$ cat src/rtl/sdram_cmd_monitor.sv
module sdram_cmd_monitor #(
  parameter int NBANK   = 4,
  parameter int BAW     = $clog2(NBANK),
  parameter int T_RCD   = 3,
  parameter int T_RAS   = 6,
  parameter int T_RP    = 3,
  parameter int T_RRD   = 2,
  parameter int T_RC    = 8,
  parameter int T_MRD   = 2,
  parameter int AP_HOLD = 4
) (
  input  logic           clk,
  input  logic           rst_n,
  input  logic           cke,
  input  logic           cs_n,
  input  logic           ras_n,
  input  logic           cas_n,
  input  logic           we_n,
  input  logic [BAW-1:0] ba,
  input  logic           ap,
  output logic           err,
  output logic [3:0]     err_code
);
  localparam int TMAX = T_RCD + T_RAS + T_RP + T_RRD + T_RC + T_MRD + AP_HOLD;
  localparam int CW   = $clog2(TMAX + 1);

  localparam logic [3:0] E_NONE = 4'd0, E_WAKE = 4'd1, E_BUSY = 4'd2, E_NIDLE = 4'd3,
                         E_ACT = 4'd4, E_RRD = 4'd5, E_SHUT = 4'd6, E_RCD = 4'd7,
                         E_RAS = 4'd8, E_APL = 4'd9;

  typedef enum logic [2:0] {B_IDLE, B_OPENING, B_OPEN, B_AUTOPRE, B_CLOSING} bst_t;

  bst_t          st  [NBANK];
  logic [CW-1:0] cnt [NBANK];
  logic [CW-1:0] ras [NBANK];
  logic [CW-1:0] rrd, dev;
  logic          cke_q;
  logic [3:0]    code;

  wire [2:0] op     = {ras_n, cas_n, we_n};
  wire       cmd_on = cke & ~cs_n;
  wire       is_mrs = cmd_on && op == 3'b000;
  wire       is_ref = cmd_on && op == 3'b001;
  wire       is_pre = cmd_on && op == 3'b010;
  wire       is_act = cmd_on && op == 3'b011;
  wire       is_rw  = cmd_on && (op == 3'b100 || op == 3'b101);
  wire       wake   = cmd_on && !cke_q && op != 3'b111;
  bst_t      tgt;
  assign tgt = st[ba];

  logic all_idle, any_ap, any_ras;
  always_comb begin
    all_idle = 1'b1;
    any_ap   = 1'b0;
    any_ras  = 1'b0;
    for (int b = 0; b < NBANK; b++) begin
      if (st[b] != B_IDLE) all_idle = 1'b0;
      if (st[b] == B_AUTOPRE) any_ap = 1'b1;
      if ((st[b] == B_OPENING || st[b] == B_OPEN) && ras[b] != '0) any_ras = 1'b1;
    end
  end

  always_comb begin
    code = E_NONE;
    if (wake) code = E_WAKE;
    else if (cmd_on && op != 3'b111 && dev != '0) code = E_BUSY;
    else if ((is_ref || is_mrs) && !all_idle) code = E_NIDLE;
    else if (is_act) begin
      if (tgt == B_AUTOPRE) code = E_APL;
      else if (tgt != B_IDLE) code = E_ACT;
      else if (rrd != '0) code = E_RRD;
    end else if (is_rw) begin
      if (tgt == B_AUTOPRE) code = E_APL;
      else if (tgt == B_IDLE || tgt == B_CLOSING) code = E_SHUT;
      else if (tgt == B_OPENING) code = E_RCD;
    end else if (is_pre) begin
      if (ap) code = any_ap ? E_APL : (any_ras ? E_RAS : E_NONE);
      else if (tgt == B_AUTOPRE) code = E_APL;
      else if ((tgt == B_OPENING || tgt == B_OPEN) && ras[ba] != '0) code = E_RAS;
    end
  end

  always_ff @(posedge clk or negedge rst_n) begin
    if (!rst_n) begin
      cke_q    <= 1'b1;
      rrd      <= '0;
      dev      <= '0;
      err      <= 1'b0;
      err_code <= E_NONE;
      for (int b = 0; b < NBANK; b++) begin
        st[b]  <= B_IDLE;
        cnt[b] <= '0;
        ras[b] <= '0;
      end
    end else begin
      cke_q    <= cke;
      err      <= code != E_NONE;
      err_code <= code;
      if (is_act) rrd <= CW'(T_RRD - 1);
      else if (rrd != '0) rrd <= rrd - 1'b1;
      if (is_ref) dev <= CW'(T_RC - 1);
      else if (is_mrs) dev <= CW'(T_MRD - 1);
      else if (dev != '0) dev <= dev - 1'b1;
      for (int b = 0; b < NBANK; b++) begin
        if (is_act && ba == BAW'(b)) ras[b] <= CW'(T_RAS - 1);
        else if (ras[b] != '0) ras[b] <= ras[b] - 1'b1;
        if (is_act && ba == BAW'(b)) begin
          st[b]  <= B_OPENING;
          cnt[b] <= CW'(T_RCD - 1);
        end else if (is_pre && (ap || ba == BAW'(b)) && st[b] inside {B_OPENING, B_OPEN, B_AUTOPRE}) begin
          st[b]  <= B_CLOSING;
          cnt[b] <= CW'(T_RP - 1);
        end else if (is_rw && ap && ba == BAW'(b) && st[b] inside {B_OPENING, B_OPEN, B_AUTOPRE}) begin
          st[b]  <= B_AUTOPRE;
          cnt[b] <= CW'(AP_HOLD - 1);
        end else begin
          case (st[b])
            B_OPENING: if (cnt[b] <= 1) begin st[b] <= B_OPEN; cnt[b] <= '0; end
                       else cnt[b] <= cnt[b] - 1'b1;
            B_AUTOPRE: if (cnt[b] <= 1) begin st[b] <= B_CLOSING; cnt[b] <= CW'(T_RP); end
                       else cnt[b] <= cnt[b] - 1'b1;
            B_CLOSING: if (cnt[b] <= 1) begin st[b] <= B_IDLE; cnt[b] <= '0; end
                       else cnt[b] <= cnt[b] - 1'b1;
            default:   cnt[b] <= '0;
          endcase
        end
      end
    end
  end

  p_wake_r2: assert property (@(posedge clk) disable iff (!rst_n)
    wake |=> (err && err_code == 4'd1));

  p_busy_window_r3: assert property (@(posedge clk) disable iff (!rst_n)
    (cmd_on && cke_q && op != 3'b111 && dev != '0) |=> (err_code == 4'd2));

  p_act_spacing_r6: assert property (@(posedge clk) disable iff (!rst_n)
    (is_act && cke_q && dev == '0 && tgt == B_IDLE && rrd != '0) |=> (err_code == 4'd5));

  p_col_delay_r8: assert property (@(posedge clk) disable iff (!rst_n)
    (is_rw && cke_q && dev == '0 && tgt == B_OPENING) |=> (err_code == 4'd7));

  p_quiet_off_r13: assert property (@(posedge clk) disable iff (!rst_n)
    !cke |=> !err);
endmodule

$ cat config.mk
export PLATFORM = sky130hd
export DESIGN_NAME = sdram_cmd_monitor
export DESIGN_NICKNAME = d
export VERILOG_FILES = /design/src/rtl/sdram_cmd_monitor.sv
export SDC_FILE = /design/constraint.sdc
export NUM_CORES = 1
export LEC_CHECK = 0
export BUFFER_PORTS_ARGS = -buffer_cell sky130_fd_sc_hd__buf_4
export CORE_UTILIZATION = 35
export CTS_CLUSTER_SIZE = 8
export DETAILED_ROUTE_END_ITERATION = 6
export PLACE_DENSITY = 0.52
export SLEW_MARGIN = 10
export SYNTH_ARGS = -nofsm -noshare
export SYNTH_HDL_FRONTEND = slang
export SYNTH_SLANG_ARGS = --single-unit
$ cat constraint.sdc
create_clock -name clk -period 2.9 [get_ports clk]
set_clock_uncertainty 0.15 [all_clocks]
set_input_delay 0.435 -clock clk [delete_from_list [all_inputs] [get_ports clk]]
set_output_delay 0.435 -clock clk [all_outputs]
set_load 0.1 [all_outputs]
==> flow_metrics.env, run 1 <==
export IMPL_outcome="completed"
export IMPL_final_max_slew_viol_count=0
export IMPL_drt_pass1_iterations=5
export IMPL_die_area_um2=12800
export IMPL_synth_nets=530
export IMPL_synth_top_area_frac=0.387
export IMPL_ys_ff_latch=68
export IMPL_use_met2=0.274
export IMPL_row_count=40
export IMPL_crit_slowest_cell="mux4_2"
export IMPL_initial_core_util=0.359
export IMPL_crit_chain="mux4_2, and3b_1, nor2_1, o31ai_1, a21o_1, o31a_1"
export IMPL_fmax_mhz=407
export IMPL_period_share=0.847
export IMPL_coreArea_um2=12100
export IMPL_gp_congestion=0.841
export IMPL_grt_met3_usage=0.0509
export IMPL_hold_buffers=0
export IMPL_cts_max_level=3
export IMPL_synthDistinctLibCells=71
export IMPL_r2r_start="st[2]"
export IMPL_cts_tree="built"
export IMPL_via_per_inst=5.30
export IMPL_drtIter0Drc=175
export IMPL_p_total_w=0.00401
export IMPL_cp_end_kind="flip-flop"
export IMPL_yosysWarningCount=0
export IMPL_period_minus_slack_ns=2.46
export IMPL_ys_seq_area_frac=0.393
export IMPL_arrival_ns=2.58
export IMPL_postSynthCellCount=502
export IMPL_relSlewSlack=0.413
export IMPL_die_height_um=113
export IMPL_synth_edf_count=0
export IMPL_finalSetupTns_ns=0
export IMPL_synthFlopType="dfrtp_1"
export IMPL_register_area_um2=1700
export IMPL_grt_use_met1=0.226
export IMPL_clk_pin_slew_ns=0.06
export IMPL_power_leakage_nw=2.17
export IMPL_drtAntennaViolNets=0
export IMPL_criticalPathCategory="reg -> reg"
export IMPL_nets=538
export IMPL_post_cts_setup_buffer_count=0
export IMPL_rsz0062_at_grt="no"
export IMPL_reg2reg_slack_ns=0.44
export IMPL_synth_area_um2=4330
export IMPL_grt_overflow=0
export IMPL_setup_violations=0
export IMPL_io_buffers=14
export IMPL_crit_family="compound AO/OA/AOI/OAI gates"
export IMPL_hold_viol=0
export IMPL_placed_cells=667
export IMPL_crit_required_ns=3.03
export IMPL_hpwl_mm=7.34
export IMPL_synth_avg_cell_area_um2=8.63
export IMPL_worst_pin_slew_ns=0.880
export IMPL_grt_busiest_layer="met2"
export IMPL_vdd_drop_max_v=0.000452
export IMPL_maxCapViolCount=0
export IMPL_clock_path_buffers=2
export IMPL_cp_num_buf_inv=0
export IMPL_grt_use_total=0.175
export IMPL_grt_start_max_net_pins=69
export IMPL_avgRoutedWirePerCell_um=15.1
export IMPL_drt_wl_total_mm=10.3
export IMPL_nFillCells=1200
export IMPL_async_flop_share=1.00
export IMPL_synth_area_top_cells="dfrtp_1 39%, nor2_1 6.2%, ha_1 5.2%"
export IMPL_regToRegEndpoint="err_code[0]"
export IMPL_syn_to_final_growth_pct=12.9
export IMPL_worst_setup_path_start_kind="flip-flop"
export IMPL_max_stage_delay_ns=0.60
export IMPL_hold_path_class="in -> async"
export IMPL_remaining_drc_errors=0
export IMPL_insertion_delay_ns=0.34
export IMPL_clock_sinks=68
export IMPL_io_pins=15
export IMPL_vias=3621
export IMPL_grt_pass1_wl_mm=17.4
export IMPL_cts_resized=0
export IMPL_drive_above_1_share=0.0971
export IMPL_cts_buffers=9
export IMPL_antenna_found_initial=0
export IMPL_diodes=0
export IMPL_postLayoutCoreUtil=0.406
export IMPL_die_x_um=113
export IMPL_rr_worst_depth=6
export IMPL_crit_fanout=14
export IMPL_multi_input_area_um2=2410
export IMPL_p_per_area_nw_per_um2=820
export IMPL_synth_top_cell_by_area="dfrtp_1"
export IMPL_root_buffer="clkbuf_16"
export IMPL_grt_pass1_vias=3539
export IMPL_layout_cells_non_filler=683
[cell usage after synthesis, types with 2 or more instances]
library cell and instances:
mux4_2 4, nor3_1 19, nand2b_1 7, buf_6 2, and3_1 7, nor2_1 72, ha_1 18, xor2_1 9
a21o_1 3, nand2_1 51, a2bb2oi_1 2, o21ai_1 6, o311ai_0 3, clkbuf_1 11, or4_1 2, nand4_1 3
a32oi_1 2, o211ai_1 4, inv_1 29, nor4b_1 2, a211oi_1 6, or3_1 4, o21a_1 4, o221ai_1 2
nand3_1 6, a22oi_1 4, buf_2 7, o31a_1 4, a31oi_1 5, and2_1 4, xnor2_1 19, or2_2 3
a21oi_1 29, o21bai_1 2, nor4_1 8, a311oi_1 3, nor2b_1 7, nand3b_1 3, a22o_1 2, dfrtp_1 67
o31ai_1 3, o21ai_0 25
[layout by cell type (no fill, tap or decap), drive strengths merged, types with 3 or more instances in the layout]
cell	instances
a211oi	6
a21o	3
a21oi	29
a22oi	4
a311oi	3
a31oi	5
and2	4
and3	7
buf	19
clkbuf	11
clkinv	3
dfrtp	67
ha	18
inv	29
mux4	4
nand2	51
nand2b	7
nand3	6
nand3b	3
nand4	3
nor2	73
nor2b	7
nor3	20
nor4	8
o211ai	4
o21a	4
o21ai	31
o311ai	3
o31a	4
o31ai	3
or2	4
or3	4
xnor2	19
xor2	9
[per-layer routing]
layer	routed length, um	part of all wire
met3	442	0.043
met4	249	0.024
met5	0	0
met2	4660	0.45
met1	4930	0.48
[layout make-up]
class / instances / share of cell area
well taps: 168 / 0.0430
flip-flops and latches: 68 / 0.348
repair buffers: 19 / 0.0291
clock inverters: 5 / 0.0153
multi-input cells: 383 / 0.493
inverters: 29 / 0.0222
clock buffers: 11 / 0.0496
[power breakdown]
part | switching, W | leakage, nW | internal, W
Clock | 0.000416 | 0.159 | 0.000771
Combinational | 0.000726 | 1.14 | 0.000593
Sequential | 0.000300 | 0.877 | 0.00121
[worst register-to-register path, stage by stage (launching register included)]
cell and delay, ns:
dfrtp_1 0.54, mux4_2 0.60, and3b_1 0.36, nor2_1 0.09, o31ai_1 0.30, a21o_1 0.19
o31a_1 0.14
[sequential cells by signal (all words and copies together) (netlist names)]
signal	flops
rrd	5
cnt	20
err_code	4
ras	20
err	1
dev	5
st	12
cke_q	1
[through the flow]
stage	setup slack (ns)	hold slack, ns	instance area [um^2]
finish	0.444	0.0501	4890
global route	0.353	0.0624	4890
CTS	0.514	0.0607	4890
detailed placement	0.409	0.359	4580
global placement	0.437	0.355	4580
floorplan	0.609	-0.0106	4330
[worst max path at each step]
stage            from           to  slack [ns]  cells after the start
6_report        st[2]  err_code[0]        0.44                      6
5_1_grt         st[2]  err_code[0]        0.35                      6
4_1_cts         st[2]  err_code[0]        0.51                      6
3_5_place_dp     cs_n          err        0.41                      7
3_3_place_gp    ba[0]  err_code[0]        0.44                      7
2_1_floorplan  dev[0]          err        0.61                      8
[logic make-up after synthesis]
logic type      synth area share
mux                       0.0234
buf+inv                   0.0505
simple gates               0.237
compound gates             0.187
xor+xnor                  0.0566
fa+ha+maj                 0.0520
flops                      0.393
No activity file was read; power rests on OpenSTA's default activity.
==> inputs of run 2 (changes only) <==
--- a/config.mk
+++ b/config.mk
@@ -9,7 +9,7 @@
 export CORE_UTILIZATION = 35
 export CTS_CLUSTER_SIZE = 8
 export DETAILED_ROUTE_END_ITERATION = 6
-export PLACE_DENSITY = 0.52
+export PLACE_DENSITY = 0.54
 export SLEW_MARGIN = 10
 export SYNTH_ARGS = -nofsm -noshare
 export SYNTH_HDL_FRONTEND = slang
==> constraint.sdc (replaced) <==
create_clock -name clk -period 2.1 [get_ports clk]
set_clock_uncertainty 0.15 [all_clocks]
set_input_delay 0.315 -clock clk [delete_from_list [all_inputs] [get_ports clk]]
set_output_delay 0.315 -clock clk [all_outputs]
set_load 0.1 [all_outputs]
==> flow_metrics.env, run 2 (synthesis results as in run 1) <==
export IMPL_outcome="complete, but fails checks"
export IMPL_violations="negative setup slack"
export IMPL_layout_setup_ws_ns=-0.00741
export IMPL_largestRegisters="cnt: 20 flops, ras: 20 flops, st: 12 flops"
export IMPL_die_height_um=113
export IMPL_diodes=0
export IMPL_r2r_start="st[9]"
export IMPL_io_buffers=14
export IMPL_relSlewSlack=0.661
export IMPL_hold_viol=0
export IMPL_grt_pass1_wl_mm=18.0
export IMPL_crit_required_ns=2.15
export IMPL_coreArea_um2=12100
export IMPL_hold_path_class="in -> reg"
export IMPL_rr_worst_depth=5
export IMPL_syn_to_final_growth_pct=26.3
export IMPL_hold_path_endpoint="cke_q"
export IMPL_cts_tree="built"
export IMPL_reg2reg_slack_ns=-0.007
export IMPL_placed_cells=732
export IMPL_min_from="cke"
export IMPL_worst_pin_slew_ns=0.504
export IMPL_drt_pass1_iterations=4
export IMPL_period_share=1.00
export IMPL_remaining_drc_errors=0
export IMPL_drive_above_1_share=0.227
export IMPL_grt_use_total=0.179
export IMPL_crit_chain="mux4_2, and3b_2, a311o_1, a21o_1, nand4b_4"
export IMPL_clk_pin_slew_ns=0.05
export IMPL_io_pins=15
export IMPL_initial_core_util=0.359
export IMPL_p_per_area_nw_per_um2=1050
export IMPL_vdd_drop_max_v=0.000416
export IMPL_cp_num_buf_inv=0
export IMPL_final_max_slew_viol_count=0
export IMPL_crit_fanout=5
export IMPL_layout_cells_non_filler=755
export IMPL_grt_start_max_net_pins=38
export IMPL_insertion_delay_ns=0.33
export IMPL_drt_wl_total_mm=10.7
export IMPL_antenna_found_initial=0
export IMPL_row_count=40
export IMPL_worst_setup_path_start_kind="flip-flop"
export IMPL_clock_sinks=68
export IMPL_crit_slowest_cell="mux4_2"
export IMPL_nets=610
export IMPL_gp_congestion=0.912
export IMPL_drtIter0Drc=180
export IMPL_avgRoutedWirePerCell_um=14.2
export IMPL_fmax_mhz=475
export IMPL_layout_commonest_cell="buf_4"
export IMPL_grt_overflow=0
export IMPL_setup_violations=1
export IMPL_grt_pass1_vias=3721
export IMPL_die_x_um=113
export IMPL_root_buffer="clkbuf_16"
export IMPL_vias=3899
export IMPL_die_area_um2=12800
export IMPL_via_per_inst=5.16
export IMPL_clock_path_buffers=2
export IMPL_cts_buffers=9
export IMPL_hpwl_mm=8.04
export IMPL_drtAntennaViolNets=0
export IMPL_whs_path_depth=2
export IMPL_max_stage_delay_ns=0.51
export IMPL_rsz0062_at_grt="yes"
export IMPL_criticalPathCategory="reg -> reg"
export IMPL_finalSetupTns_ns=-0.00741
export IMPL_layout_common_cells="89 x buf_4, 69 x nor2_1, 67 x dfrtp_1"
export IMPL_whs_ns=0.0626
export IMPL_cp_end_kind="flip-flop"
export IMPL_crit_family="multiplexers"
export IMPL_arrival_ns=2.16
export IMPL_regToRegEndpoint="err"
export IMPL_power_leakage_nw=2.51
export IMPL_cts_max_level=3
export IMPL_period_minus_slack_ns=2.11
export IMPL_maxCapViolCount=0
## run 2: layer usage
metal  GRT usage  vias to the layer above  share of wire  wire length (um)
met4      0.0561                        0          0.015               163
met2       0.284                       97           0.46              4960
li1            -                     1940              -                 -
met3      0.0487                       13          0.043               467
met5           0                        -              0                 0
met1       0.238                     1849           0.48              5160
## run 2: area by class of cell
class | instances | area [um^2]
Sequential cell | 68 | 1700
Inverter | 29 | 109
Clock buffer | 13 | 250
Fill cell | 1161 | 6590
Timing Repair Buffer | 91 | 698
Clock inverter | 3 | 15.0
Multi-Input combinational cell | 383 | 2490
Tap cell | 168 | 210
## run 2: stage by stage
step	util	total power, W	area [um^2]	setup slack (ns)
after floorplan	-	0.00356	4390	-0.0404
after global placement	0.423	0.00426	5100	-0.132
after detailed placement	0.423	0.00434	5100	-0.0951
after CTS	0.449	0.00579	5420	0.00373
after global routing	0.454	0.00623	5470	-0.0509
final	0.454	0.00577	5470	-0.00741
## run 2: power by group
| group | switching, W | internal, W |
|---|---|---|
| Clock | 0.000536 | 0.000825 |
| Combinational | 0.00125 | 0.00118 |
| Sequential | 0.000311 | 0.00167 |
| Total | 0.00209 | 0.00368 |
## run 2: worst max-delay path by stage
stage / startpoint / to / slack (ns) / cells past startpoint
floorplan: rrd[0] / err / -0.04 / 8
global placement: cs_n / err / -0.13 / 7
detailed placement: cs_n / err / -0.1 / 7
CTS: rrd[1] / err / 0.004 / 7
global route: dev[1] / err / -0.05 / 8
finish: st[9] / err / -0.007 / 5
## run 2: what timing repair did
item | CTS | global route
gates cloned | 0 | 0
endpoints found under the setup margin | 2 | 5
hold endpoints to repair | 30 | 0
pin swaps | 2 | 3
setup buffers | 1 | 5
gates resized for setup | 5 | 5
hold buffers | 1 | 0
==> inputs of run 3 (changes only) <==
--- a/config.mk
+++ b/config.mk
@@ -9,6 +9,7 @@
 export CORE_UTILIZATION = 35
 export CTS_CLUSTER_SIZE = 8
 export DETAILED_ROUTE_END_ITERATION = 6
+export HOLD_SLACK_MARGIN = 0.1
 export PLACE_DENSITY = 0.54
 export SLEW_MARGIN = 10
 export SYNTH_ARGS = -nofsm -noshare
==> flow_metrics.env, run 3 (synthesis results as in run 1) <==
export IMPL_rsz0062_at_grt="yes"
export IMPL_layout_cells_non_filler=756
export IMPL_maxCapViolCount=0
export IMPL_regToRegEndpoint="err"
export IMPL_row_count=40
export IMPL_vdd_drop_max_v=0.000416
export IMPL_grt_overflow=0
export IMPL_hold_path_endpoint="dev[1]"
export IMPL_fmax_mhz=476
export IMPL_insertion_delay_ns=0.34
export IMPL_cp_end_kind="flip-flop"
export IMPL_vias=3905
export IMPL_syn_to_final_growth_pct=26.5
export IMPL_clk_pin_slew_ns=0.05
export IMPL_criticalPathCategory="reg -> reg"
export IMPL_io_pins=15
export IMPL_grt_pass1_vias=3729
export IMPL_worst_setup_path_start_kind="flip-flop"
export IMPL_cts_tree="built"
export IMPL_r2r_start="st[10]"
export IMPL_whs_path_depth=3
export IMPL_p_total_w=0.00578
export IMPL_period_minus_slack_ns=2.10
export IMPL_p_per_area_nw_per_um2=1050
export IMPL_largestRegisters="cnt: 20 flops, ras: 20 flops, st: 12 flops"
export IMPL_period_share=0.999
export IMPL_diodes=0
export IMPL_power_leakage_nw=2.52
export IMPL_clock_path_buffers=2
export IMPL_drtAntennaViolNets=0
export IMPL_hold_viol=0
export IMPL_min_from="we_n"
export IMPL_final_max_slew_viol_count=0
export IMPL_worst_pin_slew_ns=0.504
export IMPL_crit_fanout=3
export IMPL_crit_required_ns=2.16
export IMPL_grt_pass1_wl_mm=18.0
export IMPL_via_per_inst=5.17
export IMPL_die_area_um2=12800
export IMPL_die_height_um=113
export IMPL_cts_buffers=9
export IMPL_outcome="completed"
export IMPL_gp_congestion=0.912
export IMPL_arrival_ns=2.15
export IMPL_coreArea_um2=12100
export IMPL_placed_cells=732
export IMPL_grt_use_total=0.179
export IMPL_setup_violations=0
export IMPL_postLayoutCoreUtil=0.455
export IMPL_drt_pass1_iterations=5
export IMPL_hpwl_mm=8.04
export IMPL_nets=611
export IMPL_antenna_found_initial=0
export IMPL_layout_common_cells="89 x buf_4, 69 x nor2_1, 67 x dfrtp_1"
export IMPL_remaining_drc_errors=0
export IMPL_avgRoutedWirePerCell_um=14.2
export IMPL_drtIter0Drc=185
export IMPL_relSlewSlack=0.661
export IMPL_rr_worst_depth=5
export IMPL_cts_max_level=3
export IMPL_grt_start_max_net_pins=38
export IMPL_layout_commonest_cell="buf_4"
export IMPL_io_buffers=14
export IMPL_clock_sinks=68
export IMPL_startpoint="st[10]"
export IMPL_initial_core_util=0.359
export IMPL_reg2reg_slack_ns=0.001
export IMPL_drt_wl_total_mm=10.8
export IMPL_die_x_um=113
export IMPL_drive_above_1_share=0.226
export IMPL_root_buffer="clkbuf_16"
export IMPL_hold_path_class="in -> reg"
run 3: changes by cell type in the layout (fill, tap and decap cells not counted), sizes merged:
cell,delta
dlygate4sd3,+1
run 3: area by class of cell:
type	instances	area, um^2
multi-input combinational	383	2490
inverter	29	109
timing repair buffer	92	708
clock inverter	3	15.0
clock buffer	13	250
fill	1160	6580
sequential	68	1700
tap	168	210
run 3: power breakdown:
group | internal (W) | switching, W | leakage (nW)
Sequential | 0.00167 | 0.000310 | 0.877
Combinational | 0.00118 | 0.00125 | 1.51
Clock | 0.000825 | 0.000538 | 0.133
Total | 0.00368 | 0.00210 | 2.52
run 3: worst max-delay path by stage:
stage                     endpoint  depth (start not counted)  slack (ns)
after CTS                      err                          7       0.004
after floorplan                err                          8       -0.04
after detailed placement       err                          7        -0.1
after global placement         err                          7       -0.13
final                          err                          5       0.001
after global routing           err                          8       -0.05
run 3: critical path: stages (launching register included):
cell      delay (ns)
dfrtp_1         0.42
mux4_2          0.51
and3b_2         0.26
a311o_1         0.27
a21o_1          0.20
nand4b_4        0.16
run 3: what timing repair did:
item	CTS	global route
setup endpoints to repair	2	5
pin swaps	2	3
hold endpoints to repair	31	0
setup buffers	1	5
gates resized for setup	5	5
hold buffers	2	0
run 3: per-layer routing:
| metal | wire (um) | GRT usage |
|---|---|---|
| met1 | 5150 | 0.238 |
| met5 | 0 | 0 |
| met4 | 176 | 0.0561 |
| met2 | 4990 | 0.285 |
| met3 | 447 | 0.0487 |
run 3: metrics by stage:
| stage | setup TNS [ns] | hold WS, ns | area (um^2) | worst slack (ns) |
|---|---|---|---|---|
| after floorplan | -0.0404 | -0.131 | 4390 | -0.0404 |
| after global placement | -0.430 | 0.143 | 5100 | -0.132 |
| after detailed placement | -0.280 | 0.145 | 5100 | -0.0951 |
| after CTS | 0 | 0.150 | 5430 | 0.00373 |
| after global routing | -0.0509 | 0.165 | 5480 | -0.0509 |
| final | 0 | 0.153 | 5480 | 0.00135 |
